### src/rtl/ptpq_pkg.sv
package ptpq_pkg;
    localparam int EVT_TYPES   = 4;
    localparam int MODE_FLD_W  = 2;
    localparam int CPU_FLD_OFS = 8;

    typedef struct packed {
        logic [31:0] sec;
        logic [31:0] nsec;
        logic [15:0] seq;
        logic [3:0]  mtype;
    } tsq_entry_t;

    typedef enum logic [1:0] {
        RD_ARMED = 2'd0,
        RD_HOLD  = 2'd1,
        RD_DONE  = 2'd2
    } rd_state_e;
endpackage

### src/rtl/ptpq_classify.sv
module ptpq_classify
    import ptpq_pkg::*;
#(
    parameter int MODE_W = 16
) (
    input  logic              clk,
    input  logic              rst_n,
    input  logic              strobe,
    input  logic              slice_en,
    input  logic              cap_en,
    input  logic [MODE_W-1:0] mode,
    input  logic              from_cpu,
    input  logic [3:0]        mtype,
    output logic              capture
);
    logic [EVT_TYPES-1:0] hit;

    genvar e;
    generate
        for (e = 0; e < EVT_TYPES; e++) begin : g_evt
            logic [MODE_FLD_W-1:0] fld;
            assign fld    = from_cpu ? mode[CPU_FLD_OFS + MODE_FLD_W*e +: MODE_FLD_W]
                                     : mode[MODE_FLD_W*e +: MODE_FLD_W];
            assign hit[e] = (mtype == 4'(e)) && (fld != '0);
        end
    endgenerate

    assign capture = strobe && slice_en && cap_en && (|hit);


    non_event_chk: assert property (@(posedge clk) disable iff (!rst_n)
        (mtype >= 4'(EVT_TYPES)) |-> !capture);
endmodule

### src/rtl/ptpq_store.sv
module ptpq_store
    import ptpq_pkg::*;
#(
    parameter int DEPTH = 4
) (
    input  logic       clk,
    input  logic       rst_n,
    input  logic       push,
    input  tsq_entry_t din,
    input  logic       pop,
    output tsq_entry_t head,
    output logic       not_empty,
    output logic       ovf
);
    localparam int AW = (DEPTH > 1) ? $clog2(DEPTH) : 1;
    localparam int CW = $clog2(DEPTH + 1);

    tsq_entry_t          mem [DEPTH];
    logic [AW-1:0]       wr_ptr, rd_ptr;
    logic [CW-1:0]       cnt;
    logic                full, accept;

    assign full      = (cnt == CW'(DEPTH));
    assign not_empty = (cnt != '0);
    assign accept    = push && (!full || pop);
    assign head      = mem[rd_ptr];

    function automatic logic [AW-1:0] bump(input logic [AW-1:0] p);
        return (p == AW'(DEPTH-1)) ? '0 : p + 1'b1;
    endfunction

    always_ff @(posedge clk or negedge rst_n) begin
        if (!rst_n) begin
            wr_ptr <= '0;
            rd_ptr <= '0;
            cnt    <= '0;
            ovf    <= 1'b0;
        end else begin
            if (pop)    rd_ptr <= bump(rd_ptr);
            if (accept) wr_ptr <= bump(wr_ptr);
            cnt <= cnt + CW'(accept) - CW'(pop);
            if (push && !accept) ovf <= 1'b1;
        end
    end

    always_ff @(posedge clk) begin
        if (accept) mem[wr_ptr] <= din;
    end


    cnt_bound_chk: assert property (@(posedge clk) disable iff (!rst_n)
        cnt <= CW'(DEPTH));

    ovf_sticky_chk: assert property (@(posedge clk) disable iff (!rst_n)
        ovf |=> ovf);

    drop_flag_chk: assert property (@(posedge clk) disable iff (!rst_n)
        (push && full && !pop) |=> ovf);

    pop_nonempty_chk: assert property (@(posedge clk) disable iff (!rst_n)
        pop |-> not_empty);
endmodule

### src/rtl/ptpq_reader.sv
module ptpq_reader
    import ptpq_pkg::*;
(
    input  logic        clk,
    input  logic        rst_n,
    input  logic [1:0]  rd_ctrl,
    input  logic        not_empty,
    input  tsq_entry_t  head,
    output logic        pop,
    output logic [63:0] rd_time,
    output logic [15:0] rd_seq,
    output logic [15:0] rd_info
);
    rd_state_e st, st_nx;
    logic      latch;

    assign latch = (st == RD_ARMED) && rd_ctrl[0] && not_empty;
    assign pop   = (st == RD_HOLD) && rd_ctrl[1];

    always_comb begin
        st_nx = st;
        unique case (st)
            RD_ARMED: if (latch)            st_nx = RD_HOLD;
            RD_HOLD:  if (rd_ctrl[1])       st_nx = RD_DONE;
            RD_DONE:  if (rd_ctrl == 2'b00) st_nx = RD_ARMED;
            default:                        st_nx = RD_ARMED;
        endcase
    end

    always_ff @(posedge clk or negedge rst_n) begin
        if (!rst_n) st <= RD_ARMED;
        else        st <= st_nx;
    end

    always_ff @(posedge clk or negedge rst_n) begin
        if (!rst_n) begin
            rd_time <= '0;
            rd_seq  <= '0;
            rd_info <= '0;
        end else if (latch) begin
            rd_time <= {head.sec[31:16], head.sec[15:0], head.nsec[31:16], head.nsec[15:0]};
            rd_seq  <= head.seq;
            rd_info <= {head.mtype, 1'b1, 11'b0};
        end
    end


    single_pop_chk: assert property (@(posedge clk) disable iff (!rst_n)
        pop |=> !pop);

    hold_stable_chk: assert property (@(posedge clk) disable iff (!rst_n)
        (st != RD_ARMED) |=> $stable(rd_time) && $stable(rd_seq));

    rearm_chk: assert property (@(posedge clk) disable iff (!rst_n)
        (st == RD_DONE && rd_ctrl != 2'b00) |=> (st == RD_DONE));
endmodule

### src/rtl/ptp_txts_queue.sv
module ptp_txts_queue
    import ptpq_pkg::*;
#(
    parameter int DEPTH  = 4,
    parameter int MODE_W = 16
) (
    input  logic              clk,
    input  logic              rst_n,
    input  logic              cfg_tx_slice_en,
    input  logic              cfg_tx_cap_en,
    input  logic [MODE_W-1:0] cfg_evt_mode,
    input  logic [31:0]       tod_sec,
    input  logic [31:0]       tod_nsec,
    input  logic              sop_strobe,
    input  logic              sop_from_cpu,
    input  logic [3:0]        sop_msg_type,
    input  logic [15:0]       sop_seq_id,
    input  logic [1:0]        rd_ctrl,
    output logic              ts_pending,
    output logic              ts_overflow,
    output logic [63:0]       rd_time,
    output logic [15:0]       rd_seq,
    output logic [15:0]       rd_info
);
    logic       push, pop, not_empty;
    tsq_entry_t din, head;

    assign din = '{sec: tod_sec, nsec: tod_nsec, seq: sop_seq_id, mtype: sop_msg_type};

    ptpq_classify #(.MODE_W(MODE_W)) u_cls (
        .clk      (clk),
        .rst_n    (rst_n),
        .strobe   (sop_strobe),
        .slice_en (cfg_tx_slice_en),
        .cap_en   (cfg_tx_cap_en),
        .mode     (cfg_evt_mode),
        .from_cpu (sop_from_cpu),
        .mtype    (sop_msg_type),
        .capture  (push)
    );

    ptpq_store #(.DEPTH(DEPTH)) u_store (
        .clk       (clk),
        .rst_n     (rst_n),
        .push      (push),
        .din       (din),
        .pop       (pop),
        .head      (head),
        .not_empty (not_empty),
        .ovf       (ts_overflow)
    );

    ptpq_reader u_rd (
        .clk       (clk),
        .rst_n     (rst_n),
        .rd_ctrl   (rd_ctrl),
        .not_empty (not_empty),
        .head      (head),
        .pop       (pop),
        .rd_time   (rd_time),
        .rd_seq    (rd_seq),
        .rd_info   (rd_info)
    );

    assign ts_pending = not_empty;


    gate_chk: assert property (@(posedge clk) disable iff (!rst_n)
        push |-> (cfg_tx_slice_en && cfg_tx_cap_en && sop_strobe));

    pend_rise_chk: assert property (@(posedge clk) disable iff (!rst_n)
        (push && !pop) |=> ts_pending);
endmodule

### config.mk
export PLATFORM = sky130hd
export DESIGN_NAME = ptp_txts_queue
export DESIGN_NICKNAME = d
export VERILOG_FILES = /design/src/rtl/ptpq_pkg.sv /design/src/rtl/ptpq_classify.sv /design/src/rtl/ptpq_store.sv /design/src/rtl/ptpq_reader.sv /design/src/rtl/ptp_txts_queue.sv
export SDC_FILE = /design/constraint.sdc
export NUM_CORES = 1
export LEC_CHECK = 0
export ABC_AREA = 1
export CELL_PAD_IN_SITES_DETAIL_PLACEMENT = 1
export CELL_PAD_IN_SITES_GLOBAL_PLACEMENT = 1
export CORE_MARGIN = 2
export CORE_UTILIZATION = 30
export DETAILED_ROUTE_END_ITERATION = 7
export DONT_BUFFER_PORTS = 1
export PLACE_DENSITY_LB_ADDON = 0.1
export SYNTH_ARGS = -nofsm -noshare
export SYNTH_HDL_FRONTEND = slang
export SYNTH_SLANG_ARGS = --single-unit
### constraint.sdc
create_clock -name clk -period 10.36 [get_ports clk]
set_clock_uncertainty 0.1 [all_clocks]
set_input_delay 2.072 -clock clk [delete_from_list [all_inputs] [get_ports clk]]
set_output_delay 2.072 -clock clk [all_outputs]
set_load 0.01 [all_outputs]
==> flow_summary_export.csv <==
group,metric,value,unit
synthesis,synth_top_area_share,61.5,%
worst_hold_path,hold_path_class,"flop to flop",
cells_and_area,fin_cells,2017,
route,drc,0,
critical_path,cp.buffers_inverters,4,
timing,max_freq,216,MHz
cells_and_area,finalNetCount,1396,
timing,max_slew.worst_pin.slew,985,ps
critical_path,cp.required,10460,ps
critical_path,ff2ff_setup_slack,7020,ps
floorplan,ios,206,
power,ir_worst_vdd,0.141,mV
route,via_per_inst,4.76,
timing,finalHoldViolCount,0,
grt,grt_max_degree,107,
timing,slew_headroom,34.3,%
route,wl,42.9,mm
clock_tree,cts.sinks,431,
grt,antenna_found_initial,0,
floorplan,start_util,30.4,%
floorplan,die-area,56600,um^2
floorplan,core_area,53900,um^2
grt,grt_pass1_wl,64.7,mm
cells_and_area,diodes,0,
critical_path,crit_fanout,42,
clock_tree,cts.clk_slew.worst_paths,60,ps
synthesis,syn-cell-area,16400,um^2
synthesis,ys_warn_count,0,
synthesis,syn_inst,1289,
place,place_inst,1925,
critical_path,crit_top_cell,"nand2_1",
synthesis,ys_seq_area_share,76.0,%
critical_path,crit_path_end_kind,"flop",
cells_and_area,fillers,5718,
critical_path,max_stage_delay,660,ps
power,p_per_area,278,nW/um^2
clock_tree,cts_root_buffer,"clkbuf_16",
floorplan,die_h,238,um
critical_path,crit_arrival,4730,ps
clock_tree,cts_tree,"done",
critical_path,cp-start-kind,"primary input",
clock_tree,ctsLongestPathBuffers,3,
power,p_leak,6.36,nW
route,vias,9591,
synthesis,syn_area_per_cell,12.7,um^2
clock_tree,worstSkewPairLatency,590,ps
critical_path,path_delay_family,"simple AND/OR/NAND/NOR gates",
status,outcome,"completed",
clock_tree,postCtsHoldBufs,0,
route,wl_per_cell,21.3,um
cells_and_area,final_common_cell,"nor2_1",
cells_and_area,areaGrowthSynthToFinish,13.3,%
place,hpwlAfterDp,23.5,mm
grt,grt_util_all_layers,15.2,%
timing,finalCritPeriodShare,44.7,%
place,place_congestion,0.672,
timing,fin_ws,5730,ps
cells_and_area,seqCellArea,12500,um^2
cells_and_area,multi_input_area,3420,um^2
timing,rsz0062_at_grt,"no",
grt,grt_pass1_vias,9976,
synthesis,ys_seq_elements,431,
place,dpl_worst_slack,4990,ps
synthesis,synth_cell_type_count,29,
critical_path,path_cells,"inv_1 -> nand2_1 -> nor2_1 -> nand3_1 -> nand2_1 -> inv_1 -> nand2_1 -> nand3_2 -> nor2_4 -> buf_4 -> buf_4",
floorplan,num_rows,85,
route,first_iter_violations,477,
floorplan,die_x,238,um
route,drt-pass1-iter-count,6,
place,port_buffers,0,
route,drtAntennaViolNets,0,
flow_run,drv_cap,0,
clock_tree,cts_resized,0,
synthesis,netlist_top_cells_area,"edfxtp_1 (61%), dfrtp_1 (14%), nor2_1 (10%)",
synthesis,yosysTopAreaCell,"edfxtp_1",
timing,setup_violations,0,
timing,min_period,4630,ps
critical_path,critPathKind,"primary input to flop",
timing,slew_viol_final,0,
cells_and_area,drive_above_1_share,7.65,%
clock_tree,htreeDepth,2,
grt,globalRouteOverflowTotal,0,
critical_path,slowest_stage,"buf_4",
cells_and_area,layout_common_cells,"nor2_1 (434), edfxtp_1 (336), o21ai_0 (159)",
timing,tns,0,ps
clock_tree,numCtsBuffers,49,
clock_tree,post_cts_buffers,0,
## layout make-up
class / count / share of cell area, %
multi-input combinational: 753 / 18.4
tap: 696 / 4.68
timing repair buffer: 14 / 0.565
clock inverter: 16 / 0.828
sequential: 431 / 67.1
inverter: 31 / 0.680
clock buffer: 76 / 7.74
## stage by stage
step / power [W] / area [um^2] / util (%) / hold slack (ps)
6_report: 0.00516 / 18600 / 34.5 / 417
5_1_grt: 0.00551 / 18600 / 34.5 / 463
4_1_cts: 0.00529 / 18600 / 34.5 / 425
3_5_place_dp: 0.00355 / 17000 / 31.5 / 417
3_3_place_gp: 0.00354 / 17000 / 31.5 / 404
2_1_floorplan: 0.00317 / 16400 / - / 376
## registers in the layout, summed over array words and instances, names as in the netlist
signal and flops:
u_store.ovf 1, u_rd.rd_seq 16, u_store.cnt 3, u_store.rd_ptr 2, u_rd.rd_time 64, u_rd.rd_info 5, u_rd.st 2, u_store.mem 336
u_store.wr_ptr 2
## report_power, final
| part | leakage, nW | internal, W | switching (W) |
|---|---|---|---|
| logic | 1.50 | 0.000340 | 0.000725 |
| clock network | 0.788 | 0.00101 | 0.000697 |
| registers | 4.08 | 0.00207 | 0.000323 |
## final timing paths
path / end / startpoint / cells past startpoint
setup reg to reg: u_store.mem[0][55]$_DFFE_PP_ / u_rd.st[1]$_DFFE_PN0P_ / 7
setup / recovery: u_store.mem[0][55]$_DFFE_PP_ / sop_msg_type[2] / 11
hold / removal: u_rd.st[1]$_DFFE_PN0P_ / u_rd.st[0]$_DFFE_PN0P_ / 1
hold reg to reg: u_rd.st[1]$_DFFE_PN0P_ / u_rd.st[0]$_DFFE_PN0P_ / 1
min in group asynchronous: u_rd.rd_time[17]$_DFFE_PN0P_ / rst_n / 0
max in group asynchronous: u_store.rd_ptr[1]$_DFFE_PN0P_ / rst_n / 0
## logic make-up after synthesis
kind of cell	Yosys count	synth area share [%]
buffers and inverters	115	3.58
adders and majority gates	8	0.656
AOI/OAI and AO/OA	257	8.51
xor gates and xnor gates	2	0.107
DFF	431	76.0
and+or+nand+nor	475	11.2
other	1	0.0229
## synth_stat cells, drive strengths merged
cell / instances
xnor2: 2
clkbuf: 27
fa: 1
dfrtp: 95
or2: 1
o31ai: 1
and3: 1
conb: 1
nor3: 1
nor2: 438
ha: 7
o21ai: 171
nand3b: 3
nand3: 8
nand4: 2
a31oi: 84
nand2: 21
inv: 31
edfxtp: 336
o21bai: 1
buf: 57
## routing by layer
metal	up-vias	part of all wire (%)	track usage, %
li1	4498	-	-
met4	0	1.9	3.79
met5	-	0	0
met2	178	48	26.2
met1	4849	42	18.3
met3	66	7.5	5.37
No activity file was read; power rests on OpenSTA's default activity.
